[src/rtl/xcvr_pkg.sv]
// Package: shared types and constants for the registered bus transceiver.
// Assumes: index 0 is the A-to-B path and index 1 the B-to-A path.
package xcvr_pkg;

    localparam int NUM_PATHS = 2;
    localparam int PATH_AB   = 0;
    localparam int PATH_BA   = 1;

    // Output path source choice
    typedef enum logic {
        SRC_LIVE   = 1'b0,
        SRC_STORED = 1'b1
    } path_src_e;

endpackage

[src/rtl/xcvr_capture.sv]
// Module: one direction's storage register, loaded on a falling strobe.
// Assumes: strobe is already in the clk domain. The strobe history is cleared
// by reset, so a strobe held high through reset cannot cause a load.
module xcvr_capture #(
    parameter int W = 8
) (
    input  logic         clk,
    input  logic         rst_n,
    input  logic         strobe,
    input  logic [W-1:0] din,
    output logic [W-1:0] q
);

    logic strobe_q;
    logic fall;

    // Detect a high-to-low step between two consecutive clk edges
    always_comb begin
        fall = strobe_q & ~strobe;
    end

    // Remember the strobe level of the previous edge
    always_ff @(posedge clk) begin
        if (!rst_n) begin
            strobe_q <= 1'b0;
        end else begin
            strobe_q <= strobe;
        end
    end

    // Load the bus word on a detected fall, otherwise hold
    always_ff @(posedge clk) begin
        if (!rst_n) begin
            q <= '0;
        end else if (fall) begin
            q <= din;
        end
    end

endmodule

[src/rtl/xcvr_path_mux.sv]
// Module: output source selector for one direction, live or stored word.
// Assumes: purely combinational; no inversion on either leg.
module xcvr_path_mux #(
    parameter int W = 8
) (
    input  xcvr_pkg::path_src_e src,
    input  logic [W-1:0]        live,
    input  logic [W-1:0]        stored,
    output logic [W-1:0]        dout
);

    // Pick the source named by src
    always_comb begin
        unique case (src)
            xcvr_pkg::SRC_STORED: dout = stored;
            default:              dout = live;
        endcase
    end

endmodule

[src/rtl/xcvr_drive_ctl.sv]
// Module: decodes enable and direction into per-bus drive enables.
// Assumes: the two enables must be mutually exclusive for the pads.
module xcvr_drive_ctl (
    input  logic oe_n,
    input  logic dir,
    output logic a_oe,
    output logic b_oe
);

    logic active;

    // Either bus may be driven only while the shared enable is low
    always_comb begin
        active = ~oe_n;
        b_oe   = active &  dir;
        a_oe   = active & ~dir;
    end

endmodule

[src/rtl/reg_bus_xcvr.sv]
// Module: registered bidirectional transceiver between buses A and B.
// Each direction has a register loaded on its own falling strobe and a
// select between live and stored data. A shared active-low enable and a
// direction bit allow at most one bus to be driven.
// Assumes: strobes and bus inputs are synchronous to clk; pads sit outside.
module reg_bus_xcvr #(
    parameter int W = 8
) (
    input  logic         clk,
    input  logic         rst_n,
    input  logic         cap_ab,
    input  logic         cap_ba,
    input  logic         sel_ab,
    input  logic         sel_ba,
    input  logic         oe_n,
    input  logic         dir,
    input  logic [W-1:0] a_in,
    output logic [W-1:0] a_out,
    output logic         a_oe,
    input  logic [W-1:0] b_in,
    output logic [W-1:0] b_out,
    output logic         b_oe
);

    import xcvr_pkg::*;

    logic [NUM_PATHS-1:0]        strobe_v;
    logic [NUM_PATHS-1:0]        sel_v;
    logic [NUM_PATHS-1:0][W-1:0] src_word;
    logic [NUM_PATHS-1:0][W-1:0] stored_word;
    logic [NUM_PATHS-1:0][W-1:0] path_out;

    // Gather per-path controls and source words into indexed vectors
    always_comb begin
        strobe_v[PATH_AB] = cap_ab;
        strobe_v[PATH_BA] = cap_ba;
        sel_v[PATH_AB]    = sel_ab;
        sel_v[PATH_BA]    = sel_ba;
        src_word[PATH_AB] = a_in;
        src_word[PATH_BA] = b_in;
    end

    // One register and one selector per direction
    for (genvar p = 0; p < NUM_PATHS; p++) begin : g_path
        xcvr_capture #(.W(W)) u_cap (
            .clk    (clk),
            .rst_n  (rst_n),
            .strobe (strobe_v[p]),
            .din    (src_word[p]),
            .q      (stored_word[p])
        );

        xcvr_path_mux #(.W(W)) u_mux (
            .src    (path_src_e'(sel_v[p])),
            .live   (src_word[p]),
            .stored (stored_word[p]),
            .dout   (path_out[p])
        );
    end

    // Route each path to the bus opposite its source
    always_comb begin
        b_out = path_out[PATH_AB];
        a_out = path_out[PATH_BA];
    end

    xcvr_drive_ctl u_drive (
        .oe_n (oe_n),
        .dir  (dir),
        .a_oe (a_oe),
        .b_oe (b_oe)
    );

endmodule

[config.mk]
export PLATFORM = sky130hd
export DESIGN_NAME = reg_bus_xcvr
export DESIGN_NICKNAME = d
export VERILOG_FILES = /design/src/rtl/xcvr_pkg.sv /design/src/rtl/xcvr_capture.sv /design/src/rtl/xcvr_path_mux.sv /design/src/rtl/xcvr_drive_ctl.sv /design/src/rtl/reg_bus_xcvr.sv
export SDC_FILE = /design/constraint.sdc
export NUM_CORES = 1
export LEC_CHECK = 0
export ABC_CLOCK_PERIOD_IN_PS = 800
export BUFFER_PORTS_ARGS = -buffer_cell sky130_fd_sc_hd__buf_2
export CAP_MARGIN = 10
export CELL_PAD_IN_SITES_DETAIL_PLACEMENT = 1
export CELL_PAD_IN_SITES_GLOBAL_PLACEMENT = 2
export CORE_ASPECT_RATIO = 0.8
export CORE_MARGIN = 1.5
export CORE_UTILIZATION = 24
export DETAILED_ROUTE_END_ITERATION = 7
export PLACE_DENSITY_LB_ADDON = 0.1
export SYNTH_ARGS = -nofsm -noshare
export SYNTH_HDL_FRONTEND = slang
export SYNTH_SLANG_ARGS = --single-unit
[constraint.sdc]
create_clock -name clk -period 0.8 [get_ports clk]
set_input_delay 0.12 -clock clk [delete_from_list [all_inputs] [get_ports clk]]
set_output_delay 0.12 -clock clk [all_outputs]
set_load 0.01 [all_outputs]
# == Yosys cells after proc, flatten, opt, wreduce, memory -nomap -nowiden ==
# Cells that the tools add are included.
# totals
register_bits,18
latchBits,0
ramBits,0
mem_bits_ro,0
in_bits,24
out_inout_bits,18
mem_count,0
# classes
add_sub_neg,0
n_mul,0
div_mod_pow,0
order_cmp,0
n_eq_ne,0
n_shift,0
mux,2
bitwise_logic,8
n_reduce_logical,0
# op_table
operator,count
$mux 8,2
$and 1x1->1,4
$not 1->1,4

# == Logic depth before layout (Yosys ltp) ==
# Gate-level depths: netlist of run 1.
# logic_depth
ltp_word,2
depth_mapped,4
depth_no_buf,2

# == Hierarchy ==
# Synthesis of run 1 repeated with hierarchy kept, for this count alone.
# hier_totals
hier_cells,96
area_unflattened_um2,1018.5
# modules_own_cells
mod,n_inst,cells_each,area_each_um2
xcvr_capture,2,38,369.1
xcvr_path_mux,2,9,131.4
xcvr_drive_ctl,1,2,17.5

# == Least setup slack after synthesis of run 1 ==
# No wires, ideal clock.
# synth_path
path_type,register to register
start,register g_path[0].u_cap.strobe_q
end,register g_path[0].u_cap.q[0]
setup_ns,0.072
arrival_ns,0.708
required_time_ns,0.728
setup_slack_ns,0.020
path_stages_with_launch,4
period_less_slack_ns,0.780
path_cell_list,dfxtp_1 > nor2b_2 > buf_6 > mux2i_1
# synth_between
elab_chain_cells,1
# synth_lines
item,line,source
"start, declared",xcvr_capture.sv:14,logic strobe_q;
"start signal, assigned",xcvr_capture.sv:27,strobe_q <= strobe;
$and 1x1->1,xcvr_capture.sv:19,fall = strobe_q & ~strobe;
"end signal, assigned",xcvr_capture.sv:36,q <= din;
"end, declared",xcvr_capture.sv:11,output logic [W-1:0] q
# Every way passes these cells.
# A chain may end at the register's enable or synchronous reset.

# == Worst setup path after layout of run 1 ==
# layout_path
start,register g_path[0].u_cap.q[2]
end,output port b_out[2]
# layout_between
elab_chain_cells,1
# layout_lines
item,line,source
$mux 8,xcvr_path_mux.sv:14,unique case (src)
"end, declared",reg_bus_xcvr.sv:21,"output logic [W-1:0] b_out,"
# Every way passes these cells.

==> results of run 1 <==
[through the flow]
step | setup slack (ns) | util, % | cell area (um2) | power (uW)
after floorplan | 0.0200 | - | 951 | 1200
after global placement | -0.142 | 31.9 | 1210 | 1340
after detailed placement | -0.151 | 31.9 | 1210 | 1350
after CTS | -0.289 | 38.6 | 1470 | 2250
after global routing | -0.324 | 38.9 | 1480 | 2350
final | -0.278 | 38.9 | 1480 | 2190
[how the worst min path moves through the flow]
stage / from / end / cells past startpoint
3_5_place_dp: cap_ba / g_path[1].u_cap.strobe_q / 2
2_1_floorplan: cap_ab / g_path[0].u_cap.strobe_q / 1
4_1_cts: a_in[2] / g_path[0].u_cap.q[2] / 3
5_1_grt: a_in[7] / g_path[0].u_cap.q[7] / 3
3_3_place_gp: cap_ba / g_path[1].u_cap.strobe_q / 2
6_report: a_in[2] / g_path[0].u_cap.q[2] / 3
[power groups by stage]
stage | clock (uW) | sequential (uW) | combinational (uW)
finish | 729 | 952 | 511
floorplan | 0 | 959 | 237
global route | 840 | 956 | 549
CTS | 785 | 950 | 514
detailed placement | 0 | 964 | 386
global placement | 0 | 962 | 377
[sequential cells by signal (all words and copies together) (netlist names)]
signal and flops:
g_path.u_cap.strobe_q 2, g_path.u_cap.q 16
[routing by layer]
layer | share of wire [%] | wire length (um) | track usage [%] | up-vias
met4 | 1.2 | 27 | 4.76 | 0
met2 | 46 | 1070 | 16.5 | 23
li1 | - | - | - | 400
met5 | 0 | 0 | 0 | -
met3 | 6.3 | 146 | 4.25 | 2
met1 | 46 | 1060 | 14.6 | 378
[placed cells by master, fill, tap and decap left out]
cell and n:
buf_6 16, mux2i_2 1, buf_2 25, mux2i_1 15
and2_1 2, mux2_4 16, dfxtp_2 18, nor2b_1 1
nor2_1 1, nor2b_4 2, clkbuf_8 4, nand2_1 32
buf_12 4, buf_4 2
[worst max-delay path, stage by stage (launching register included)]
cell	delay, ns
dfxtp_2	0.32
mux2_4	0.26
buf_6	0.12
[kinds of logic after synthesis]
logic type             count (synthesis)  share of synthesized area (%)
buffers and inverters                  8                           9.47
flip-flops                            18                           37.9
multiplexers                          32                           35.8
AND/OR/NAND/NOR                       38                           16.8
[repair_timing]
action / in CTS / in global routing
hold endpoints to repair: 0 / 0
setup buffers: 1 / 1
setup endpoints to repair: 32 / 32
gates resized for setup: 50 / 3
[layout make-up]
| class | count | area (um2) |
|---|---|---|
| Clock buffer | 4 | 55.1 |
| Fill cell | 443 | 2320 |
| Multi-Input combinational cell | 70 | 574 |
| Sequential cell | 18 | 383 |
| Tap cell | 55 | 68.8 |
| Timing Repair Buffer | 47 | 400 |
==> results.ini, run 1 <==
[worst_setup_path]
start_kind = register
crit_path_start = g_path[0].u_cap.q[2]
crit_type = register to primary output
r2r_slack_ns = -0.10
r2r-start = g_path[0].u_cap.strobe_q
r2r_cells = 3
crit_arrival_ns = 0.96
r2r_end = g_path[0].u_cap.q[4]
critPathCaptureType = primary output
crit_required_ns = 0.68
endpoint = b_out[2]
cp_max_fo = 2

[sta]
holdWs_ns = 0.109
post-route-min-period_ns = 1.08
drv_slew = 0
fin_tns_setup_ns = -5.10
slew_headroom_pct = 81.4
max_freq_mhz = 927
postLayoutSetupSlackWorst_ns = -0.278
worst_slew_pin_slew_ns = 0.279
rsz0062_at_grt = true
fin_crit_sh_pct = 135
setup_violations = 32
hold_viol_final = 0
finalClockSkew_ns = 0.00338

[finish]
drive_gt1_share_pct = 63.3
final_cells = 194
diodes = 0
nets = 164
area_growth_pct = 55.8

[global_route]
track_usage_pct = 11.2
antenna_found_initial = 0
gr-total-overflow = 0
grt_pass1_vias = 784
grt_max_degree = 18
grt_pass1_wl_mm = 3.58

[routing]
route.detailed.drc = 0
drt_iter0_markers = 10
vias = 803
firstDrtPassIters = 2
routed_via_density = 4.14
drt-total-wl_mm = 2.31
drtAntennaViolNets = 0
wl_per_cell_um = 11.9

[power]
power_density_nw_per_um2 = 1480
switching_share_pct = 23.3
power_frac_comb_pct = 23.3
intPower_uw = 1680
seqPwrFrac_pct = 43.4
power_leakage_uw = 0.000677
vdd_drop_max_uv = 571
power_frac_clock_pct = 33.3
switching_power_uw = 511

[floorplan]
initial_core_util_pct = 25.0
die-area_um2 = 4350
io_pins = 42
die_y_um = 59.3
die_w_um = 73.4
core_um2 = 3800
rows = 20

[clocking]
cts_inserted_buffers = 3
cts_tree = built
clk-insertion-delay-late_ns = 0.25
h-tree-depth = 1
cts.clk_slew.worst_paths_ns = 0.07
clock_sinks = 18
clockBufferDepth = 2
hold_buffers = 0
clock-root-buffer = clkbuf_8

[yosys]
ys_seq_area_share_pct = 37.9
synth_most_common_cell = nand2_1
synth_edf_count = 0
synthArstFlopShare_pct = 0
avgSynthCellArea_um2 = 9.91
synth-warning-count = 0
syn-num-nets = 120
synth_area_leaders = dfxtp_1 (38%), mux2_2 (19%), mux2i_1 (17%)
yosysTopAreaCell = dfxtp_1
synth_cell_types = 9
syn_inst = 96
synth_common_cells = nand2_1 (32), dfxtp_1 (18), mux2_2 (16), mux2i_1 (16), buf_6 (8)
ys.flop_type = dfxtp_1
ys_ff_latch = 18
netlist_area_um2 = 951
synth.top_cell.area_share_pct = 37.9

[run]
maxCapViolCount = 0

[place]
dp.cells = 188
hpwl_mm = 1.64
place.gp.congestion = 0.668
io_buffers = 41

[min_path]
hold_path_class = input pin to register

[run_status]
status = finished with violations
violations = negative setup slack

No activity file was read; power rests on OpenSTA's default activity.
==> run 2, diff against run 1 <==
--- a/config.mk
+++ b/config.mk
@@ -5,7 +5,6 @@
 export SDC_FILE = /design/constraint.sdc
 export NUM_CORES = 1
 export LEC_CHECK = 0
-export ABC_CLOCK_PERIOD_IN_PS = 800
 export BUFFER_PORTS_ARGS = -buffer_cell sky130_fd_sc_hd__buf_2
 export CAP_MARGIN = 10
 export CELL_PAD_IN_SITES_DETAIL_PLACEMENT = 1
@@ -15,6 +14,8 @@
 export CORE_UTILIZATION = 24
 export DETAILED_ROUTE_END_ITERATION = 7
 export PLACE_DENSITY_LB_ADDON = 0.1
+export REMOVE_ABC_BUFFERS = 1
+export SETUP_SLACK_MARGIN = 0.2
 export SYNTH_ARGS = -nofsm -noshare
 export SYNTH_HDL_FRONTEND = slang
 export SYNTH_SLANG_ARGS = --single-unit
==> results.ini, run 2 (synthesis results as in run 1) <==
[clocking]
clock-root-buffer = clkbuf_8
h-tree-depth = 1  ; unchanged
cts_tree = built
clock_sinks = 18  ; unchanged
cts.clk_slew.worst_paths_ns = 0.07  ; about the same
hold_buffers = 0  ; unchanged
clockBufferDepth = 2  ; unchanged
cts_inserted_buffers = 3  ; unchanged
clk-insertion-delay-late_ns = 0.25  ; about the same

[power]
vdd_drop_max_uv = 1010  ; +76%
total_power_uw = 2190  ; about the same
power_leakage_uw = 0.000679  ; +0.32%
power_density_nw_per_um2 = 1480  ; about the same

[floorplan]
die_y_um = 59.3  ; unchanged
die-area_um2 = 4350  ; unchanged
initial_core_util_pct = 25.0  ; unchanged
core_um2 = 3800  ; unchanged
io_pins = 42  ; unchanged
die_w_um = 73.4  ; unchanged
rows = 20  ; unchanged

[min_path]
hold_path_class = input pin to register

[finish]
final_common_cell = nand2_1
drive_gt1_share_pct = 62.9  ; -0.45 points
final_util_pct = 38.9  ; about the same
nets = 165  ; +0.61%
largest_reg_flops = 16  ; unchanged
diodes = 0  ; unchanged
regMostFlops = g_path.u_cap.q
final_cell_mix = nand2_1 (32), buf_2 (25), dfxtp_2 (18), buf_6 (18)
reg_top3 = g_path.u_cap.q (16), g_path.u_cap.strobe_q (2)
area_growth_pct = 55.7  ; about the same

[routing]
drt-total-wl_mm = 2.19  ; -5.3%
route.detailed.drc = 0  ; unchanged
vias = 814  ; +1.4%
routed_via_density = 4.17  ; +0.85%
drtAntennaViolNets = 0  ; unchanged
firstDrtPassIters = 2  ; unchanged
wl_per_cell_um = 11.2  ; -5.8%
drt_iter0_markers = 32  ; +22

[run_status]
status = finished with violations
violations = negative setup slack

[worst_setup_path]
r2r_end = g_path[0].u_cap.q[4]
path_cells = mux2_4, buf_6
cp_slowest_stage_delay_ns = 0.33  ; about the same
cp_slowest_cell = dfxtp_2
crit_required_ns = 0.68  ; about the same
r2r_slack_ns = -0.06  ; +0.04 ns
crit_arrival_ns = 0.96  ; about the same
crit_type = register to primary output
path_delay_family = flip-flops
crit_path_start = g_path[1].u_cap.q[3]
r2r_cells = 3  ; unchanged
cp_max_fo = 2  ; unchanged
r2r-start = g_path[0].u_cap.strobe_q
path_buf_inv = 1  ; unchanged
start_kind = register
endpoint = a_out[3]
critPathCaptureType = primary output
crit_cells = 2  ; unchanged

[sta]
rsz0062_at_grt = true
hold_viol_final = 0  ; unchanged
finalClockSkew_ns = 0.00142  ; -0.00197 ns
fin_crit_sh_pct = 135  ; -0.14 points
max_freq_mhz = 928  ; +0.10%
postLayoutSetupSlackWorst_ns = -0.277  ; +0.00108 ns
holdWs_ns = 0.111  ; +0.00119 ns
setup_violations = 32  ; unchanged
drv_slew = 0  ; unchanged
post-route-min-period_ns = 1.08  ; -0.00108 ns
slew_headroom_pct = 81.6  ; +0.23 points
worst_slew_pin_slew_ns = 0.275  ; -0.00349 ns

[global_route]
gr-total-overflow = 0  ; unchanged
grt_pass1_vias = 847  ; +8.0%
grt_pass1_wl_mm = 3.73  ; +4.0%
grt_max_degree = 21  ; +3
antenna_found_initial = 0  ; unchanged
track_usage_pct = 11.3  ; +0.17 points

[place]
place.gp.congestion = 0.632  ; -5.5%
hpwl_mm = 1.60  ; -2.5%
io_buffers = 41  ; unchanged
place_ws_ns = -0.162  ; -0.0107 ns

[run]
maxCapViolCount = 0  ; unchanged

[run 2: cell type report]
class / count / area, um2
repair buffers: 48 / 403
well taps: 55 / 68.8
flip-flops and latches: 18 / 383
clock buffers: 4 / 55.1
fillers: 434 / 2320
multi-input cells: 70 / 571
[run 2: how the worst min path moves through the flow]
stage / to / startpoint / cells past startpoint
CTS: g_path[1].u_cap.q[5] / b_in[5] / 3
global placement: g_path[0].u_cap.strobe_q / cap_ab / 2
detailed placement: g_path[0].u_cap.strobe_q / cap_ab / 2
floorplan: g_path[0].u_cap.strobe_q / cap_ab / 1
global route: g_path[1].u_cap.q[5] / b_in[5] / 3
finish: g_path[1].u_cap.q[5] / b_in[5] / 3
[run 2: per-layer routing]
| metal | global-route usage, % | part of all wire (%) |
|---|---|---|
| met1 | 13.6 | 45 |
| met3 | 3.91 | 6.1 |
| met4 | 3.17 | 0.73 |
| met2 | 19.4 | 48 |
| met5 | 0 | 0 |
[run 2: power by group]
group / internal [uW] / switching, uW / leakage [uW]
Sequential: 936 / 15.7 / 0.000155
Clock: 437 / 296 / 0.0000288
Combinational: 307 / 199 / 0.000495
Total: 1680 / 510 / 0.000679
[run 2: through the flow]
stage          cells  TNS (ns)  area (um2)
2_1_floorplan     88     -2.21         861
3_3_place_gp     189     -2.62        1210
3_5_place_dp     189     -3.15        1210
4_1_cts          195     -5.33        1480
5_1_grt          195     -6.38        1480
6_report         195     -4.91        1480
[run 2: repair_timing]
item / in CTS / in global routing
endpoints found under the setup margin: 32 / 32
buffers inserted: 2 / 0
resized for setup: 52 / 2
cloned: 0 / 0
[run 2: worst register-to-register path: stages, from the launching register on]
cell and delay (ns):
dfxtp_2 0.31, nor2b_4 0.15, buf_6 0.14, mux2i_1 0.19
==> run 3, diff against run 2 <==
--- a/config.mk
+++ b/config.mk
@@ -9,11 +9,11 @@
 export CAP_MARGIN = 10
 export CELL_PAD_IN_SITES_DETAIL_PLACEMENT = 1
 export CELL_PAD_IN_SITES_GLOBAL_PLACEMENT = 2
-export CORE_ASPECT_RATIO = 0.8
 export CORE_MARGIN = 1.5
 export CORE_UTILIZATION = 24
 export DETAILED_ROUTE_END_ITERATION = 7
 export PLACE_DENSITY_LB_ADDON = 0.1
+export RECOVER_POWER = 25
 export REMOVE_ABC_BUFFERS = 1
 export SETUP_SLACK_MARGIN = 0.2
 export SYNTH_ARGS = -nofsm -noshare
==> results.ini, run 3 (synthesis results as in run 1) <==
[run_status]
status = finished with violations
violations = negative setup slack

[place]
dp.cells = 181  ; -4.2%
placed_area_um2 = 1210  ; -0.31%
place.gp.congestion = 0.621  ; -1.6%
place_ws_ns = -0.158  ; +0.00360 ns
io_buffers = 41  ; unchanged
hpwl_mm = 1.65  ; +3.2%

[worst_setup_path]
crit_arrival_ns = 0.96  ; about the same
critPathCaptureType = primary output
start_kind = register
crit_required_ns = 0.68  ; about the same
cp_max_fo = 2  ; unchanged
crit_type = register to primary output

[power]
power_leakage_uw = 0.000672  ; -1.1%
vdd_drop_max_uv = 954  ; -5.2%
switching_share_pct = 23.5  ; +0.23 points
total_power_uw = 2190  ; about the same
power_frac_comb_pct = 22.9  ; -0.2 points
power_frac_clock_pct = 33.7  ; +0.3 points
switching_power_uw = 515  ; +0.97%
intPower_uw = 1670  ; -0.30%
seqPwrFrac_pct = 43.5  ; about the same
power_density_nw_per_um2 = 1500  ; +1.6%

[global_route]
grt_pass1_wl_mm = 3.45  ; -7.4%
grt_pass1_vias = 819  ; -3.3%
grt_max_degree = 21  ; unchanged
gr-total-overflow = 0  ; unchanged
antenna_found_initial = 0  ; unchanged
track_usage_pct = 10.4  ; -0.90 points

[finish]
largest_reg_flops = 16  ; unchanged
final_cell_mix = nand2_1 (32), buf_2 (24), dfxtp_2 (18), buf_6 (17), mux2_4 (16)
reg_top3 = g_path.u_cap.q (16), g_path.u_cap.strobe_q (2)
nets = 162  ; -1.8%
area_growth_pct = 53.2
diodes = 0  ; unchanged
design_area_um2 = 1460  ; -1.6%
regMostFlops = g_path.u_cap.q
fillers = 451  ; +3.9%
final_cells = 185  ; -5.1%
drive_gt1_share_pct = 62.0  ; -0.81 points
final_common_cell = nand2_1

[clocking]
clock-root-buffer = clkbuf_8
clockBufferDepth = 2  ; unchanged
cts.clk_slew.worst_paths_ns = 0.07  ; about the same
hold_buffers = 0  ; unchanged
cts_tree = built
h-tree-depth = 1  ; unchanged
cts_inserted_buffers = 3  ; unchanged
clk-insertion-delay-late_ns = 0.25  ; about the same
clock_sinks = 18  ; unchanged

[sta]
fin_crit_sh_pct = 134  ; -0.19 points
hold_viol_final = 0  ; unchanged
slew_headroom_pct = 69.3  ; -12 points
finalClockSkew_ns = 0.00116  ; -0.000258 ns
post-route-min-period_ns = 1.08  ; -0.00155 ns
worst_slew_pin_slew_ns = 0.459  ; +0.184 ns
max_freq_mhz = 930  ; +0.14%
rsz0062_at_grt = true
setup_violations = 32  ; unchanged
drv_slew = 0  ; unchanged
holdWs_ns = 0.111  ; +0.0000780 ns
postLayoutSetupSlackWorst_ns = -0.276  ; +0.00155 ns

[floorplan]
die_w_um = 65.9  ; -10%
initial_core_util_pct = 25.4  ; +0.40 points
core_um2 = 3740  ; -1.6%
rows = 22  ; +10%
die-area_um2 = 4350  ; about the same
die_y_um = 65.9  ; +11%
io_pins = 42  ; unchanged

[routing]
drtAntennaViolNets = 0  ; unchanged
drt-total-wl_mm = 2.22  ; +1.7%
wl_per_cell_um = 12.0  ; +7.2%
firstDrtPassIters = 2  ; unchanged
routed_via_density = 4.31  ; +3.3%
vias = 798  ; -2.0%
route.detailed.drc = 0  ; unchanged
drt_iter0_markers = 10  ; -69%

[run]
maxCapViolCount = 0  ; unchanged

[min_path]
hold_path_class = input pin to register

==> run 3: cell count changes in the layout (fill, tap and decap cells not counted), sizes merged <==
cell,change
buf,-4
dlymetal6s2s,+1
==> run 3: path summary, 6_finish.rpt <==
| check | from | end | depth (start not counted) | slack [ns] |
|---|---|---|---|---|
| setup / recovery | g_path[1].u_cap.q[6] | a_out[6] | 2 | -0.28 |
| hold / removal | b_in[7] | g_path[1].u_cap.q[7] | 3 | 0.11 |
| setup reg to reg | g_path[1].u_cap.strobe_q | g_path[1].u_cap.q[3] | 3 | -0.10 |
| hold reg to reg | g_path[0].u_cap.q[3] | g_path[0].u_cap.q[3] | 2 | 0.46 |
==> run 3: metrics by stage <==
| stage | util, % | setup TNS, ns |
|---|---|---|
| 2_1_floorplan | - | -2.21 |
| 3_3_place_gp | 32.2 | -2.80 |
| 3_5_place_dp | 32.2 | -3.25 |
| 4_1_cts | 38.8 | -5.45 |
| 5_1_grt | 38.9 | -6.50 |
| 6_report | 38.9 | -5.02 |
==> run 3: critical path: stages, from the launching register on <==
cell and delay (ns):
dfxtp_2 0.32, mux2_4 0.26, buf_6 0.12
==> run 3: what timing repair did <==
action | CTS | global route
setup endpoints to repair | 32 | 33
hold endpoints to repair | 0 | 0
pin swaps | 0 | 0
setup buffers | 0 | 0
cloned | 0 | 0
gates resized for setup | 50 | 4
==> run 3: power by group through the flow <==
stage	Clock (uW)	Sequential, uW	Combinational (uW)
6_report	737	952	500
5_1_grt	813	956	538
4_1_cts	783	951	514
3_5_place_dp	0	964	388
3_3_place_gp	0	962	377
2_1_floorplan	0	959	171
==> run 3: area by class of cell <==
class / instances / area, um2 / share of cell area [%]
multi-input cells: 70 / 574 / 39.4
repair buffers: 45 / 384 / 26.4
flip-flops and latches: 18 / 383 / 26.3
well taps: 48 / 60.1 / 4.12
clock buffers: 4 / 55.1 / 3.78
==> run 3: per-layer routing <==
metal	global-route usage, %	part of all wire, %	vias up
li1	-	-	394
met1	11.0	44	379
met2	19.7	49	23
met3	3.75	7.1	2
met4	2.30	0.54	0
met5	0	0	-
